--- src/rtl/enc_timer.sv ---
`timescale 1ns/1ps
module enc_timer #(
  parameter int CNT_W  = 16,
  parameter int DATA_W = 32,
  parameter int ADDR_W = 8
) (
  input  logic              clk_i,
  input  logic              rst_ni,
  input  logic              wr_en_i,
  input  logic [ADDR_W-1:0] wr_addr_i,
  input  logic [DATA_W-1:0] wr_data_i,
  input  logic [ADDR_W-1:0] rd_addr_i,
  output logic [DATA_W-1:0] rd_data_o,
  input  logic              enc_a_i,
  input  logic              enc_b_i,
  input  logic              trig_i,
  output logic              upd_o
);
  localparam logic [ADDR_W-1:0] A_CTRL  = ADDR_W'(8'h00);
  localparam logic [ADDR_W-1:0] A_SMODE = ADDR_W'(8'h08);
  localparam logic [ADDR_W-1:0] A_CNT   = ADDR_W'(8'h24);
  localparam logic [ADDR_W-1:0] A_ARR   = ADDR_W'(8'h2C);
  localparam logic [CNT_W-1:0]  CNT_ONE = CNT_W'(1);

  logic             en_q, dir_q, arpe_q, upd_q, trig_d;
  logic [2:0]       smode_q;
  logic [CNT_W-1:0] cnt_q, arr_pre_q, arr_act_q, arr_next, cnt_next;
  logic [1:0]       a_sync, b_sync;
  logic             a_d, b_d;

  wire wr_ctrl  = wr_en_i && (wr_addr_i == A_CTRL);
  wire wr_smode = wr_en_i && (wr_addr_i == A_SMODE);
  wire wr_cnt   = wr_en_i && (wr_addr_i == A_CNT);
  wire wr_arr   = wr_en_i && (wr_addr_i == A_ARR);
  wire [CNT_W-1:0] wval = wr_data_i[CNT_W-1:0];
  wire unused_hi = ^wr_data_i[DATA_W-1:CNT_W];

  wire a_s   = a_sync[1];
  wire b_s   = b_sync[1];
  wire a_chg = a_s ^ a_d;
  wire b_chg = b_s ^ b_d;

  wire enc_mode = (smode_q == 3'd1) || (smode_q == 3'd2) || (smode_q == 3'd3);
  wire rst_mode = (smode_q == 3'd4);

  logic step, up;
  always_comb begin
    case (smode_q)
      3'd1:    begin step = a_chg & ~b_chg; up = a_s ^ b_s; end
      3'd2:    begin step = b_chg & ~a_chg; up = ~(a_s ^ b_s); end
      3'd3:    begin step = a_chg ^ b_chg;  up = a_chg ? (a_s ^ b_s) : ~(a_s ^ b_s); end
      default: begin step = 1'b1;           up = ~dir_q; end
    endcase
  end

  wire reload  = en_q && rst_mode && trig_i && !trig_d;
  wire tick    = en_q && step && !wr_cnt && !reload;
  wire at_top  = (cnt_q == arr_act_q);
  wire at_zero = (cnt_q == '0);
  wire uev     = tick && (up ? at_top : at_zero);

  always_comb begin
    if (wr_arr && !arpe_q)     arr_next = wval;
    else if (uev && arpe_q)    arr_next = arr_pre_q;
    else                       arr_next = arr_act_q;
  end

  always_comb begin
    if (wr_cnt)       cnt_next = wval;
    else if (reload)  cnt_next = dir_q ? arr_act_q : '0;
    else if (tick) begin
      if (up)         cnt_next = at_top  ? '0       : cnt_q + CNT_ONE;
      else            cnt_next = at_zero ? arr_next : cnt_q - CNT_ONE;
    end
    else              cnt_next = cnt_q;
  end

  always_ff @(posedge clk_i or negedge rst_ni) begin
    if (!rst_ni) begin
      a_sync <= '0;
      b_sync <= '0;
      a_d    <= 1'b0;
      b_d    <= 1'b0;
      trig_d <= 1'b0;
    end else begin
      a_sync <= {a_sync[0], enc_a_i};
      b_sync <= {b_sync[0], enc_b_i};
      a_d    <= a_s;
      b_d    <= b_s;
      trig_d <= trig_i;
    end
  end

  always_ff @(posedge clk_i or negedge rst_ni) begin
    if (!rst_ni) begin
      en_q      <= 1'b0;
      dir_q     <= 1'b0;
      arpe_q    <= 1'b0;
      smode_q   <= '0;
      cnt_q     <= '0;
      arr_pre_q <= '1;
      arr_act_q <= '1;
      upd_q     <= 1'b0;
    end else begin
      if (wr_ctrl) begin
        en_q   <= wr_data_i[0];
        arpe_q <= wr_data_i[7];
      end
      if (enc_mode) begin
        if (tick) dir_q <= ~up;
      end else if (wr_ctrl) begin
        dir_q <= wr_data_i[4];
      end
      if (wr_smode) smode_q   <= wr_data_i[2:0];
      if (wr_arr)   arr_pre_q <= wval;
      arr_act_q <= arr_next;
      cnt_q     <= cnt_next;
      upd_q     <= uev;
    end
  end

  assign upd_o = upd_q;

  always_comb begin
    case (rd_addr_i)
      A_CTRL:  rd_data_o = DATA_W'({arpe_q, 2'b00, dir_q, 3'b000, en_q});
      A_SMODE: rd_data_o = DATA_W'(smode_q);
      A_CNT:   rd_data_o = DATA_W'(cnt_q);
      A_ARR:   rd_data_o = DATA_W'(arr_pre_q);
      default: rd_data_o = '0;
    endcase
  end

  assert_sw_write_R2: assert property (@(posedge clk_i) disable iff (!rst_ni)
    wr_cnt |=> cnt_q == $past(wval));

  assert_hold_when_off_R3: assert property (@(posedge clk_i) disable iff (!rst_ni)
    (!en_q && !wr_cnt) |=> $stable(cnt_q));

  assert_upd_at_limit_R4: assert property (@(posedge clk_i) disable iff (!rst_ni)
    upd_o |-> (cnt_q == '0 || cnt_q == arr_act_q));

  assert_invalid_ignored_R9: assert property (@(posedge clk_i) disable iff (!rst_ni)
    (enc_mode && a_chg && b_chg && !wr_cnt) |=> $stable(cnt_q));

  assert_dir_readonly_R10: assert property (@(posedge clk_i) disable iff (!rst_ni)
    (enc_mode && !tick) |=> $stable(dir_q));

  assert_preload_hold_R11: assert property (@(posedge clk_i) disable iff (!rst_ni)
    (arpe_q && !uev) |=> $stable(arr_act_q));

  assert_trig_reload_R12: assert property (@(posedge clk_i) disable iff (!rst_ni)
    (reload && !wr_cnt) |=> cnt_q == ($past(dir_q) ? $past(arr_act_q) : '0));
endmodule

--- config.mk ---
export PLATFORM = sky130hd
export DESIGN_NAME = enc_timer
export DESIGN_NICKNAME = d
export VERILOG_FILES = /design/src/rtl/enc_timer.sv
export SDC_FILE = /design/constraint.sdc
export NUM_CORES = 1
export LEC_CHECK = 0
export BUFFER_PORTS_ARGS = -buffer_cell sky130_fd_sc_hd__clkbuf_2
export CAP_MARGIN = 10
export CORE_UTILIZATION = 25
export DETAILED_ROUTE_END_ITERATION = 6
export PLACE_DENSITY = 0.43
export SLEW_MARGIN = 20
export SYNTH_ARGS = -nofsm -noshare
export SYNTH_HDL_FRONTEND = slang
export SYNTH_SLANG_ARGS = --single-unit
--- constraint.sdc ---
create_clock -name clk_i -period 4.77 [get_ports clk_i]
set_input_delay 0 -clock clk_i [delete_from_list [all_inputs] [get_ports clk_i]]
set_output_delay 0 -clock clk_i [all_outputs]
set_load 0.05 [all_outputs]
==> impl_metrics.tcl <==
set metrics [dict create \
    fin_cells 891 \
    r2r_start "a_sync[1]" \
    setup_viol 0 \
    p_clk_share_pct 29.5 \
    period_minus_slack_ns 3.385 \
    core_sq_mm 0.01896 \
    synthFlopType "dfstp_2" \
    worstPathArrival_ns 3.60 \
    nFillCells 2028 \
    skew_ns 0.006940 \
    cp-end-kind "flip-flop" \
    crit_type "flip-flop to flip-flop" \
    cts_sinks 62 \
    rsz0062_at_grt "no" \
    num_vias 4661 \
    p_int_mw 1.442 \
    track_usage_pct 17.40 \
    start_util_pct 25.82 \
    start_kind "flip-flop" \
    hold_path_class "primary input to flip-flop" \
    yosysWarnings 0 \
    numPortBuffers 54 \
    synth.distinct_cells 67 \
    sw_frac_of_total_pct 40.74 \
    drt-vias-per-instance 5.231 \
    htreeDepth 3 \
    first_pass_iters 5 \
    worst_slew_pin_slew_ns 1.141 \
    drive_above_1_share_pct 24.25 \
    wl_per_cell_microns 18.74 \
    finalHoldViolations 0 \
    max_cap_viol_count 0 \
    drt_first_iter_violations 327 \
    clock-root-buffer "clkbuf_16" \
    leakage_nw 2.450 \
    avgSynthCellArea_sq_um 8.498 \
    worstRegToRegCells 11 \
    status "finished, final reports clean" \
    ant_nets 0 \
    antenna_found_initial 0 \
    clk_pin_slew_ns 0.06 \
    antenna_cells 0 \
    grt_pass1_vias 4593 \
    final_cell_mix "58 x nand2_1, 53 x clkbuf_2, 47 x a21oi_1, 45 x nor2_1, 33 x nor3_1" \
    synth.ff_latch_count 62 \
    num_io_pins 87 \
    cts_resized 0 \
    combPwrFrac_pct 35.7 \
    power.switching_mw 0.9912 \
    die_h_microns 141.9 \
    min_from "wr_data_i[7]" \
    place_inst 856 \
    wl_mm 16.70 \
    synth_edf_count 0 \
    maxSlewViolCount 0 \
    hpwl_mm 11.64 \
    grt_max_degree 63 \
    synthesis.area_sq_mm 0.004895 \
    peakVddDrop_uv 131.3 \
    grt.overflow.total 0 \
    drcViolationCount 0 \
    syn2layout_area_growth_pct 18.46 \
    finalSetupTns_ns 0 \
    yosysSeqAreaShare_pct 32.52 \
    dieArea_sq_mm 0.02014 \
    cts_made_buffers 9 \
    crit_path_max_fanout 13 \
    r2r-end "cnt_q[10]" \
    grt_pass1_wl_mm 26.50 \
    layout_commonest_cell "nand2_1" \
    fin_crit_sh_pct 70.97 \
    clk_latency_ns 0.35 \
    fmax_mhz 295.4 \
    clk_path_buf_depth 2 \
    relSlewSlack_pct 23.20 \
    die_x_microns 141.9 \
    async_reset_ff_share_pct 100.0 \
    min_to "arr_pre_q[7]" \
    gp_congestion 0.8735 \
    rows 50 \
    holdWs_ns 0.02352 \
    cts_tree "yes" \
    r2r_slack_ns 1.38 \
    seqPwrFrac_pct 34.8 \
    p_per_area_mw_per_mm2 419.7 \
    worst-endpoint-required_ns 4.99 \
    nNetsFinal 685 \
    synthCells 576 \
    holdPathStages 2 \
]
registers in the layout, summed over array words and instances (netlist names):
signal,cells
trig_d,1
b_sync,2
cnt_q,16
upd_o,1
a_d,1
en_q,1
arr_act_q,16
a_sync,2
dir_q,1
b_d,1
arpe_q,1
smode_q,3
arr_pre_q,16
metal layers:
| layer | share of wire [%] | vias to the layer above | global-route usage (%) |
|---|---|---|---|
| met1 | 46 | 2274 | 22.80 |
| met2 | 48 | 183 | 29.50 |
| li1 | - | 2183 | - |
| met4 | 2.0 | 0 | 5.659 |
| met5 | 0 | - | 0 |
| met3 | 4.7 | 21 | 2.261 |
critical path, cell delays in order (launching register included):
cell and delay [ns]:
dfrtp_1 0.43, xnor2_1 0.24, ha_1 0.27, nand2b_1 0.15
a311oi_2 0.19, buf_4 0.30, nand2_1 0.10, nor2_1 0.75
buf_4 0.32, a21oi_1 0.10, o31ai_1 0.27, a31oi_1 0.13
power groups by stage:
stage / clock network (mW) / registers (mW) / logic, mW
floorplan: 0 / 0.682 / 0.797
global placement: 0 / 0.844 / 0.845
detailed placement: 0 / 0.848 / 0.849
global route: 0.748 / 0.866 / 0.955
CTS: 0.730 / 0.840 / 0.867
finish: 0.719 / 0.846 / 0.868
metrics by stage:
stage                     setup WS (ns)  utilization, %  power (mW)  instance area, sq um
after floorplan                   2.167               -       1.479                  4951
after global placement            1.487           27.91       1.689                  5291
after detailed placement          1.428           27.91       1.697                  5291
after CTS                         1.417           30.59       2.436                  5798
after global routing              1.233           30.59       2.569                  5798
final                             1.385           30.59       2.433                  5798
cell families after synthesis:
kind of cell | after synthesis | synth area share [%]
AOI/OAI and AO/OA | 142 | 19.56
xor gates and xnor gates | 30 | 5.521
other | 1 | 0.07661
DFF | 62 | 32.52
adders and majority gates | 5 | 1.278
buffers and inverters | 72 | 8.001
muxes | 40 | 8.793
and+or+nand+nor | 224 | 24.26
worst max-delay path by stage:
stage,cells after the start,slack [ns],from,end
global placement,11,1.49,b_sync[1],cnt_q[10]
CTS,11,1.42,a_sync[1],cnt_q[10]
floorplan,10,2.17,b_sync[1],cnt_q[0]
finish,11,1.38,a_sync[1],cnt_q[10]
detailed placement,11,1.43,b_sync[1],cnt_q[10]
global route,11,1.23,a_sync[1],cnt_q[2]
final cells by class:
type,instances,area (sq um),share of cell area (%)
Clock buffer,12,246.5,4.251
Clock inverter,4,70.07,1.208
Inverter,12,45.04,0.7769
Multi-Input combinational cell,457,2977,51.34
Sequential cell,62,1592,27.45
Tap cell,260,325.3,5.611
Timing Repair Buffer,84,543.0,9.366
cells in the mapped netlist (5+ instances only):
library cell | n | area [sq um]
nand2_1 | 58 | 217.7
a21oi_1 | 47 | 235.2
nor2_1 | 45 | 168.9
nor3_1 | 33 | 165.2
dfstp_2 | 32 | 840.8
dfrtp_1 | 30 | 750.7
xor2_1 | 22 | 192.7
mux2_2 | 21 | 236.5
nand3_1 | 20 | 100.1
buf_4 | 19 | 142.6
o21ai_0 | 19 | 95.09
clkbuf_1 | 18 | 67.56
mux2i_1 | 18 | 180.2
buf_2 | 16 | 80.08
inv_1 | 12 | 45.04
o31ai_1 | 12 | 90.09
and2_1 | 11 | 68.82
o221ai_1 | 10 | 87.58
a31oi_1 | 9 | 56.30
or3_1 | 9 | 56.30
a221oi_1 | 8 | 70.07
nor4_1 | 7 | 43.79
xnor2_1 | 7 | 61.31
and3_1 | 6 | 37.54
a211oi_1 | 5 | 37.54
a221o_1 | 5 | 50.05
ha_1 | 5 | 62.56
what timing repair did:
item                                    CTS  global route
endpoints found under the setup margin    0             0
endpoints found under the hold margin    63             0
buffers inserted                          0             0
hold buffers                             19             0
Power figures use the tool's default switching activity.
